$ cat src/rtl/asram_pkg.sv
package asram_pkg;

  typedef enum logic [2:0] {
    ST_IDLE,
    ST_RD,
    ST_WSET,
    ST_WPUL,
    ST_WHLD,
    ST_DONE
  } asram_st_e;

  function automatic int unsigned max2(int unsigned a, int unsigned b);
    return (a > b) ? a : b;
  endfunction

endpackage

$ cat src/rtl/asram_phase_cnt.sv
module asram_phase_cnt #(
  parameter int unsigned CNT_W = 4
) (
  input  logic             clk_i,
  input  logic             rst_ni,
  input  logic             load_i,
  input  logic [CNT_W-1:0] len_i,
  output logic             zero_o
);

  logic [CNT_W-1:0] cnt_q;

  always_ff @(posedge clk_i or negedge rst_ni) begin
    if (!rst_ni)            cnt_q <= '0;
    else if (load_i)        cnt_q <= len_i;
    else if (cnt_q != '0)   cnt_q <= cnt_q - 1'b1;
  end

  assign zero_o = (cnt_q == '0);

endmodule

$ cat src/rtl/asram_seq.sv
module asram_seq
  import asram_pkg::*;
#(
  parameter int unsigned N_RD  = 3,
  parameter int unsigned N_WP  = 3,
  parameter int unsigned CNT_W = 2
) (
  input  logic             clk_i,
  input  logic             rst_ni,
  input  logic             req_i,
  input  logic             wr_i,
  input  logic             zero_i,
  output logic             load_o,
  output logic [CNT_W-1:0] len_o,
  output logic             accept_o,
  output logic             capture_o,
  output asram_st_e        state_d_o
);

  asram_st_e state_q, state_d;

  always_comb begin
    state_d   = state_q;
    load_o    = 1'b0;
    len_o     = '0;
    accept_o  = 1'b0;
    capture_o = 1'b0;
    unique case (state_q)
      ST_IDLE: if (req_i) begin
        accept_o = 1'b1;
        load_o   = 1'b1;
        if (wr_i) begin
          state_d = ST_WSET;
        end else begin
          state_d = ST_RD;
          len_o   = CNT_W'(N_RD - 1);
        end
      end
      ST_RD: if (zero_i) begin
        capture_o = 1'b1;
        state_d   = ST_DONE;
      end
      ST_WSET: begin
        load_o  = 1'b1;
        len_o   = CNT_W'(N_WP - 1);
        state_d = ST_WPUL;
      end
      ST_WPUL: if (zero_i) state_d = ST_WHLD;
      ST_WHLD: state_d = ST_DONE;
      ST_DONE: state_d = ST_IDLE;
      default: state_d = ST_IDLE;
    endcase
  end

  always_ff @(posedge clk_i or negedge rst_ni) begin
    if (!rst_ni) state_q <= ST_IDLE;
    else         state_q <= state_d;
  end

  assign state_d_o = state_d;

endmodule

$ cat src/rtl/asram_pins.sv
module asram_pins
  import asram_pkg::*;
(
  input  logic      clk_i,
  input  logic      rst_ni,
  input  asram_st_e state_d_i,
  output logic      cs1_n_o,
  output logic      cs2_o,
  output logic      oe_n_o,
  output logic      we_n_o,
  output logic      dq_oe_o,
  output logic      rdy_o
);

  logic sel_d;
  assign sel_d = (state_d_i == ST_RD)   || (state_d_i == ST_WSET) ||
                 (state_d_i == ST_WPUL) || (state_d_i == ST_WHLD);

  // strobes come straight from flops: no decode glitches reach the memory
  always_ff @(posedge clk_i or negedge rst_ni) begin
    if (!rst_ni) begin
      cs1_n_o <= 1'b1;
      cs2_o   <= 1'b0;
      oe_n_o  <= 1'b1;
      we_n_o  <= 1'b1;
      dq_oe_o <= 1'b0;
      rdy_o   <= 1'b0;
    end else begin
      cs1_n_o <= !sel_d;
      cs2_o   <= sel_d;
      oe_n_o  <= (state_d_i != ST_RD);
      we_n_o  <= (state_d_i != ST_WPUL);
      dq_oe_o <= (state_d_i == ST_WPUL) || (state_d_i == ST_WHLD);
      rdy_o   <= (state_d_i == ST_DONE);
    end
  end

endmodule

$ cat src/rtl/asram_ctrl.sv
module asram_ctrl
  import asram_pkg::*;
#(
  parameter int unsigned ADDR_W     = 13,
  parameter int unsigned DATA_W     = 8,
  parameter int unsigned RD_CYCLES  = 3,
  parameter int unsigned OE_WAIT    = 2,
  parameter int unsigned WE_PULSE   = 2,
  parameter int unsigned DATA_SETUP = 3,
  parameter int unsigned WR_CYCLES  = 4
) (
  input  logic              clk_i,
  input  logic              rst_ni,
  input  logic              req_i,
  input  logic              wr_i,
  input  logic [ADDR_W-1:0] addr_i,
  input  logic [DATA_W-1:0] wdata_i,
  output logic              rdy_o,
  output logic [DATA_W-1:0] rdata_o,
  output logic [ADDR_W-1:0] mem_addr_o,
  output logic              mem_cs1_n_o,
  output logic              mem_cs2_o,
  output logic              mem_oe_n_o,
  output logic              mem_we_n_o,
  output logic [DATA_W-1:0] mem_dq_o,
  output logic              mem_dq_oe_o,
  input  logic [DATA_W-1:0] mem_dq_i
);

  localparam int unsigned N_RD  = max2(RD_CYCLES, OE_WAIT);
  localparam int unsigned N_WR  = (WR_CYCLES > 2) ? WR_CYCLES - 2 : 1;
  localparam int unsigned N_WP  = max2(max2(WE_PULSE, DATA_SETUP), N_WR);
  localparam int unsigned CNT_W = $clog2(max2(N_RD, N_WP) + 1);

  logic             load, zero, accept, capture;
  logic [CNT_W-1:0] len;
  asram_st_e        state_d;

  logic [ADDR_W-1:0] addr_q;
  logic [DATA_W-1:0] wdata_q, rdata_q;

  asram_phase_cnt #(.CNT_W(CNT_W)) i_cnt (
    .clk_i  (clk_i),
    .rst_ni (rst_ni),
    .load_i (load),
    .len_i  (len),
    .zero_o (zero)
  );

  asram_seq #(.N_RD(N_RD), .N_WP(N_WP), .CNT_W(CNT_W)) i_seq (
    .clk_i     (clk_i),
    .rst_ni    (rst_ni),
    .req_i     (req_i),
    .wr_i      (wr_i),
    .zero_i    (zero),
    .load_o    (load),
    .len_o     (len),
    .accept_o  (accept),
    .capture_o (capture),
    .state_d_o (state_d)
  );

  asram_pins i_pins (
    .clk_i     (clk_i),
    .rst_ni    (rst_ni),
    .state_d_i (state_d),
    .cs1_n_o   (mem_cs1_n_o),
    .cs2_o     (mem_cs2_o),
    .oe_n_o    (mem_oe_n_o),
    .we_n_o    (mem_we_n_o),
    .dq_oe_o   (mem_dq_oe_o),
    .rdy_o     (rdy_o)
  );

  always_ff @(posedge clk_i or negedge rst_ni) begin
    if (!rst_ni) begin
      addr_q  <= '0;
      wdata_q <= '0;
    end else if (accept) begin
      addr_q  <= addr_i;
      wdata_q <= wdata_i;
    end
  end

  always_ff @(posedge clk_i or negedge rst_ni) begin
    if (!rst_ni)      rdata_q <= '0;
    else if (capture) rdata_q <= mem_dq_i;
  end

  assign mem_addr_o = addr_q;
  assign mem_dq_o   = wdata_q;
  assign rdata_o    = rdata_q;

endmodule

$ cat config.mk
export PLATFORM = sky130hd
export DESIGN_NAME = asram_ctrl
export DESIGN_NICKNAME = d
export VERILOG_FILES = /design/src/rtl/asram_pkg.sv /design/src/rtl/asram_phase_cnt.sv /design/src/rtl/asram_seq.sv /design/src/rtl/asram_pins.sv /design/src/rtl/asram_ctrl.sv
export SDC_FILE = /design/constraint.sdc
export NUM_CORES = 1
export LEC_CHECK = 0
export BUFFER_PORTS_ARGS = -buffer_cell sky130_fd_sc_hd__buf_2
export CAP_MARGIN = 20
export CORE_ASPECT_RATIO = 1.4
export CORE_MARGIN = 2
export CORE_UTILIZATION = 46
export CTS_CLUSTER_SIZE = 30
export DETAILED_ROUTE_END_ITERATION = 7
export GPL_TIMING_DRIVEN = 0
export PLACE_DENSITY_LB_ADDON = 0.15
export SYNTH_ARGS = -nofsm -noshare
export SYNTH_HDL_FRONTEND = slang
export SYNTH_SLANG_ARGS = --single-unit
$ cat constraint.sdc
create_clock -name clk_i -period 2.2 [get_ports clk_i]
set_clock_uncertainty 0.2 [all_clocks]
set_input_delay 0.22 -clock clk_i [delete_from_list [all_inputs] [get_ports clk_i]]
set_output_delay 0.22 -clock clk_i [all_outputs]
set_load 0.05 [all_outputs]
* After elaboration in Yosys (flattened, before gate mapping)
Cells that the tools add are included.
** Word-level totals
- Bits in registers :: 40
- Input port bits :: 33
- Output and inout bits :: 35
- Logic and storage cells :: 47
** Operators by class
- Add/sub/neg operators :: 1
- Equal/unequal tests :: 11
- Muxes and demuxes :: 15
- Reductions and logical operators :: 9
** Operator list (number)
- one-hot mux 3 bit (5 select lines) :: 1
- == test 3 x 2 -> 1 bit, second input constant :: 4
- 2-to-1 mux 2 bit :: 5
- == test 3 bit, second input constant :: 3
- 2-to-1 mux 3 bit :: 3
- == test 3 x 1 -> 1 bit, second input constant :: 2
- logical OR 1 bit :: 4
- 2-to-1 mux 1 bit :: 4
- one-hot mux 2 bit (2 select lines) :: 1
- nonzero test 2 bit :: 2
- logical NOT 3 bit :: 1
- inequality test 3 x 1 -> 1 bit, second input constant :: 1
- inequality test 3 x 2 -> 1 bit, second input constant :: 1
- logical NOT 2 bit :: 1
- one-hot mux 1 bit (2 select lines) :: 1
- subtractor 2 x 1 -> 2 bit, second input constant :: 1
- logical NOT 1 bit :: 1

* Logic depth before layout (Yosys ltp)
Gate-level depths: netlist of the first run.
- Depth after elaboration :: 8
- Gate-level depth with buffers :: 5
- Gate-level depth less buffers :: 5

* Hierarchy
Synthesis of the first run repeated with hierarchy kept, for this count alone.
** Second synthesis, totals
- Cell total of the unflattened synthesis :: 113
- Area total of the unflattened synthesis :: 1731.7 sq um
** By module, submodules not included
- asram_ctrl :: instances 1, cells each 61, area each 1154.9 sq um
- asram_seq :: instances 1, cells each 26, area each 254.0 sq um
- asram_pins :: instances 1, cells each 14, area each 209.0 sq um
- asram_phase_cnt :: instances 1, cells each 12, area each 113.9 sq um

* Worst setup path before layout of the first run
Ideal clock, no wire load.
- Kind :: reg2reg
- From :: reg i_cnt.cnt_q[0]
- To :: reg rdata_q[0], in the netlist rdata_o[0]
- Setup time :: 0.125 ns
- Arrival :: 1.389 ns
- Setup slack :: 0.486 ns
- Stages on the path, launching flop included :: 6
- Buffers on the path :: 0
- Clock period less this slack :: 1.714 ns
- Cells stage by stage :: dfrtp_1 inv_1 ha_1 nand2_2 nor3_4 mux2_2
** On the way
- Cells in the longest elaborated chain, start to end :: 3
** RTL lines
- start: declaration :: RTL line asram_phase_cnt.sv:11 : logic [CNT_W-1:0] cnt_q;
- start signal: assignment :: RTL line asram_phase_cnt.sv:15 : else if (load_i) cnt_q <= len_i;
- start signal: assignment :: RTL line asram_phase_cnt.sv:16 : else if (cnt_q != '0) cnt_q <= cnt_q - 1'b1;
- logical NOT 2 bit :: RTL line asram_phase_cnt.sv:19 : assign zero_o = (cnt_q == '0);
- 2-to-1 mux 1 bit :: RTL line asram_seq.sv:39 : ST_RD: if (zero_i) begin
- 2-to-1 mux 1 bit :: RTL line asram_seq.sv:28 : unique case (state_q)
- end signal: assignment :: RTL line asram_ctrl.sv:87 : else if (capture) rdata_q <= mem_dq_i;
- end: declaration :: RTL line asram_ctrl.sv:40 : logic [DATA_W-1:0] wdata_q, rdata_q;
Every way passes these cells.
A chain may end at the register's enable or synchronous reset.

* Final worst setup path of the first run
- From :: reg i_cnt.cnt_q[0]
- To :: reg rdata_q[2], in the netlist rdata_o[2]
The elaborated chain is that of the path after synthesis.

==> run metrics, run 1 <==
CP Launch Type flip-flop; Routed WL per cell 13.7 um; Pre-antenna DRT Iters 3; worst-path fanout max 8; post-synth cell types 25; CTS root buf clkbuf_8; Post CTS Setup Buffer Count 0; Die ar. 0.00395 mm^2; pre-CTS setup slack 0.235 ns; initial antenna violation count 0; crit path kind reg -> reg; vias in the first global route 1243; largest net degree at the start of global routing 41; RSZ-0062 raised after global routing no; Nets 249; final setup fails 0; Max Fclk 513 MHz; final setup margin 0.250 ns; Mapped Nets 144; # diodes 0; met1 WL 1350 um; ANT nets after route 0; post-route setup TNS 0 ns; Required @ worst endpoint 2.17 ns; TritonCTS clock tree yes; vias per cell 4.78; Layout Cells excl Fill 256; Std-Cell Core Area 0.00335 mm^2; Congestion Overflow GR 0; placed cells 217; fin. max-slew vios 0; Tmin final 1.95 ns; Via Count 1223; Critical Path End Type flip-flop; Worst R2R Setup Slack 0.25 ns; dpl hpwl 2300 um; Final Util 71.0%; status completed; Arrival @ worst endpoint 1.92 ns; Row Count 25; routed wl met3 198 um; gpl congestion 0.857; PortBufs 67; slew of the pin with the lowest slew margin 0.863 ns; clock sink count 40; Die H 73.6 um; commonest non-fill, non-tap cell in the layout buf_2; Syn Std Cell Area 0.00159 mm^2; highest-count cells in the layout ignoring fill and taps buf_2, dfrtp_1, dlygate4sd3_1; Clock Latency Late Sink 0.29 ns; fill count 248; first-pass GRT wire length 5600 um; area grow syn2layout 49.4%; normalized max-slew margin 42.5%; Post-Synthesis Cells 110; Synth Register Bits 40; Die W 53.7 um; Avg Cell Area, Syn 14.5 um^2; H-tree depth 2; starting DRC count in detailed routing 12; Initial Util 47.5%; met2 WL 1900 um; endpoints failing hold 0; post-synthesis sequential area ratio 63.2%; Clock transition at path regs 0.07 ns; I/O Pins 68; Num CTS Buffers 5; Detailed Route WL 3510 um; HP Class in -> reg; DRC 0; share of cells above drive strength 1 52.3%; Synth Warn # 0; Final period util 88.6%; overall routing resource usage 20.2%; maxcap violations 0; Top Metal Used met4; Max Root-Sink Buffers 2
## registers in the layout, summed over array words and instances, names as in the netlist, 2 cells and up
| name | cells |
|---|---|
| i_cnt.cnt_q | 2 |
| i_seq.state_q | 3 |
| mem_addr_o | 13 |
| mem_dq_o | 8 |
| rdata_o | 8 |
## final timing paths
path                                startpoint             end  cells past startpoint
worst max register to register  i_cnt.cnt_q[0]      rdata_o[2]                      5
worst max-delay path            i_cnt.cnt_q[0]      rdata_o[2]                      5
worst min register to register     mem_dq_o[5]     mem_dq_o[5]                      1
min in group asynchronous               rst_ni    i_pins.cs2_o                      2
max in group asynchronous               rst_ni     mem_dq_o[5]                      2
worst min-delay path                     req_i  i_cnt.cnt_q[0]                      3
## metrics by stage
step           hold slack [ns]  cell area, um^2
6_report                0.0504             2380
5_1_grt                 0.0508             2380
4_1_cts                 0.0384             2380
3_5_place_dp             0.176             1980
3_3_place_gp             0.159             1980
2_1_floorplan           -0.276             1590
## layer usage
metal	GRT usage, %	up-vias
li1	-	590
met1	22.7	583
met2	35.2	43
met3	4.88	7
met4	8.55	0
met5	0	-
## worst max-delay path: stages (launching register included)
cell     delay, ns
dfrtp_1       0.39
inv_1         0.06
ha_1          0.29
nand2_2       0.14
nor3_4        0.35
mux2_2        0.39
## cell usage after synthesis, drive strengths merged
cell | instances | area (um^2)
dfrtp | 37 | 926
mux2 | 29 | 327
nor2 | 6 | 22.5
buf | 4 | 25.0
nand2 | 4 | 17.5
nor3 | 4 | 42.5
dfstp | 3 | 78.8
inv | 3 | 11.3
nand2b | 3 | 18.8
nor2b | 3 | 18.8
or2 | 3 | 18.8
a2111oi | 2 | 18.8
a21oi | 2 | 10.0
a22oi | 2 | 15.0
and2b | 1 | 7.51
and3 | 1 | 6.26
ha | 1 | 12.5
o21ai | 1 | 5.00
xor2 | 1 | 8.76
## cell type report
cell class	instances	area, um^2	share of cell area, %
Buffer	4	25.0	1.05
Timing Repair Buffer	98	646	27.2
Sequential cell	40	1000	42.3
Multi-Input combinational cell	63	549	23.1
Inverter	3	11.3	0.474
Tap cell	40	50.0	2.11
Clock buffer	8	90.1	3.79
## logic make-up after synthesis
group | count (synthesis) | share of synthesized area, %
multiplexers | 29 | 20.5
adder cells (fa/ha/maj) | 1 | 0.787
buffers and inverters | 7 | 2.28
AO/OA/AOI/OAI | 7 | 3.07
XOR/XNOR | 1 | 0.551
AND/OR/NAND/NOR | 25 | 9.60
flip-flops | 40 | 63.2
## what timing repair did
item / CTS / global route
hold buffers: 31 / 0
endpoints found under the hold margin: 67 / 0
gates resized for setup: 0 / 0
Power of run 1 is left out: the tool's default activity adds up to more than one toggle a clock period on the data nets, which glitch-free logic cannot reach.
==> run 2: changes to the inputs <==
--- a/config.mk
+++ b/config.mk
@@ -9,7 +9,7 @@
 export CAP_MARGIN = 20
 export CORE_ASPECT_RATIO = 1.4
 export CORE_MARGIN = 2
-export CORE_UTILIZATION = 46
+export CORE_UTILIZATION = 30
 export CTS_CLUSTER_SIZE = 30
 export DETAILED_ROUTE_END_ITERATION = 7
 export GPL_TIMING_DRIVEN = 0
==> run metrics, run 2 (synthesis gave the netlist of run 1 again) <==
commonest non-fill, non-tap cell in the layout buf_2; ANT nets after route 0 (unchanged); clock sink count 40 (unchanged); share of cells above drive strength 1 52.3% (unchanged); status completed; I/O Pins 68 (unchanged); RSZ-0062 raised after global routing no; Max Root-Sink Buffers 2 (unchanged); Clock transition at path regs 0.07 ns (about the same); final setup fails 0 (unchanged); Row Count 31 (+24%); dpl hpwl 2340 um (+1.6%); vias in the first global route 1319 (+6.1%); Die W 65.5 um (+22%); Final period util 87.1% (-1.5 points); normalized max-slew margin 41.2% (-1.3 points); top cell family by delay on the critical path simple AND/OR/NAND/NOR gates; Max stage delay on crit path 0.39 ns (about the same); Cell Area, Placed 0.00201 mm^2 (+1.6%); Congestion Overflow GR 0 (unchanged); initial antenna violation count 0 (unchanged); # diodes 0 (unchanged); endpoints failing hold 0 (unchanged); Critical Path End Type flip-flop; CP Launch Type flip-flop; vias per cell 4.38 (-8.4%); Worst R2R Setup Slack 0.28 ns (+0.03 ns); DRC 0 (unchanged); Via Count 1234 (+0.90%); placed cells 243 (+12%); Routed WL per cell 12.1 um (-11%); Initial Util 30.8% (-17 points); post-route setup TNS 0 ns (unchanged); PortBufs 67 (unchanged); Std-Cell Core Area 0.00516 mm^2 (+54%); Pre-antenna DRT Iters 4 (+1); area grow syn2layout 50.9%; fin. max-slew vios 0 (unchanged); Arrival @ worst endpoint 1.89 ns (-0.03 ns); overall routing resource usage 12.6% (-7.6 points); fin area 0.00240 mm^2 (+1.0%); slew of the pin with the lowest slew margin 0.883 ns (+0.0199 ns); Layout Cells excl Fill 282 (+10%); max reg flops 13 (unchanged); Slowest cell on crit path dfrtp_1; Clock Latency Late Sink 0.28 ns (about the same); starting DRC count in detailed routing 17 (+5); TritonCTS clock tree yes; Num CTS Buffers 5 (unchanged); crit path kind reg -> reg; gpl congestion 0.736 (-14%); Required @ worst endpoint 2.17 ns (about the same); fill count 466 (+88%); Detailed Route WL 3430 um (-2.5%); crit path cell chain inv_1 -> ha_1 -> nand2_2 -> nor3_4 -> mux2_2; Die ar. 0.00591 mm^2 (+50%); largest net degree at the start of global routing 41 (unchanged); CTS root buf clkbuf_8; Die H 90.1 um (+23%); maxcap violations 0 (unchanged); cts repair resizes 0 (unchanged); worst-path fanout max 8 (unchanged); H-tree depth 2 (unchanged); highest-count cells in the layout ignoring fill and taps buf_2, dfrtp_1, dlygate4sd3_1; Nets 249 (unchanged); crit path buf inv count 1 (unchanged); Max Fclk 522 MHz (+1.7%); HP Class in -> reg; Tmin final 1.92 ns (-0.0328 ns); first-pass GRT wire length 5730 um (+2.4%)
run 2: per-stage QoR:
step / hold slack (ns) / utilization, % / setup slack [ns]
finish: 0.0749 / 46.5 / 0.283
global route: 0.0762 / 46.5 / 0.140
CTS: 0.0541 / 46.5 / 0.224
detailed placement: 0.196 / 38.9 / 0.235
global placement: 0.170 / 38.9 / 0.277
floorplan: -0.276 / - / 0.486
run 2: area by class of cell:
cell class / instances / area, um^2 / area share (%)
timing repair buffer: 98 / 646 / 26.9
inverter: 3 / 11.3 / 0.469
clock buffer: 7 / 76.3 / 3.18
buffer: 4 / 25.0 / 1.04
multi-input combinational: 63 / 549 / 22.9
tap: 66 / 82.6 / 3.44
sequential: 40 / 1000 / 41.9
clock inverter: 1 / 5.00 / 0.209
run 2: worst paths after layout:
| check | start | end | cells past startpoint |
|---|---|---|---|
| worst max-delay path | i_cnt.cnt_q[0] | rdata_o[4] | 5 |
| worst min-delay path | req_i | i_cnt.cnt_q[0] | 3 |
| worst max register to register | i_cnt.cnt_q[0] | rdata_o[4] | 5 |
| worst min register to register | mem_addr_o[8] | mem_addr_o[8] | 1 |
| max in group asynchronous | rst_ni | mem_addr_o[5] | 2 |
| min in group asynchronous | rst_ni | mem_dq_o[4] | 2 |
run 2: metal layers:
metal | vias to the layer above | GRT usage (%) | share of wire (%)
met2 | 40 | 24.6 | 56
li1 | 587 | - | -
met1 | 602 | 11.6 | 37
met5 | - | 0 | 0
met4 | 0 | 5.21 | 1.8
met3 | 5 | 3.38 | 4.8
run 2: what timing repair did:
item                      4_1_cts  5_1_grt
hold buffers                   31        0
hold endpoints to repair       67        0
buffers inserted                0        0
run 2: worst reg2reg max path, cell delays in order (launching register included):
cell,delay [ns]
dfrtp_1,0.39
inv_1,0.06
ha_1,0.28
nand2_2,0.14
nor3_4,0.35
mux2_2,0.39
Power of run 2 is left out for the same reason.
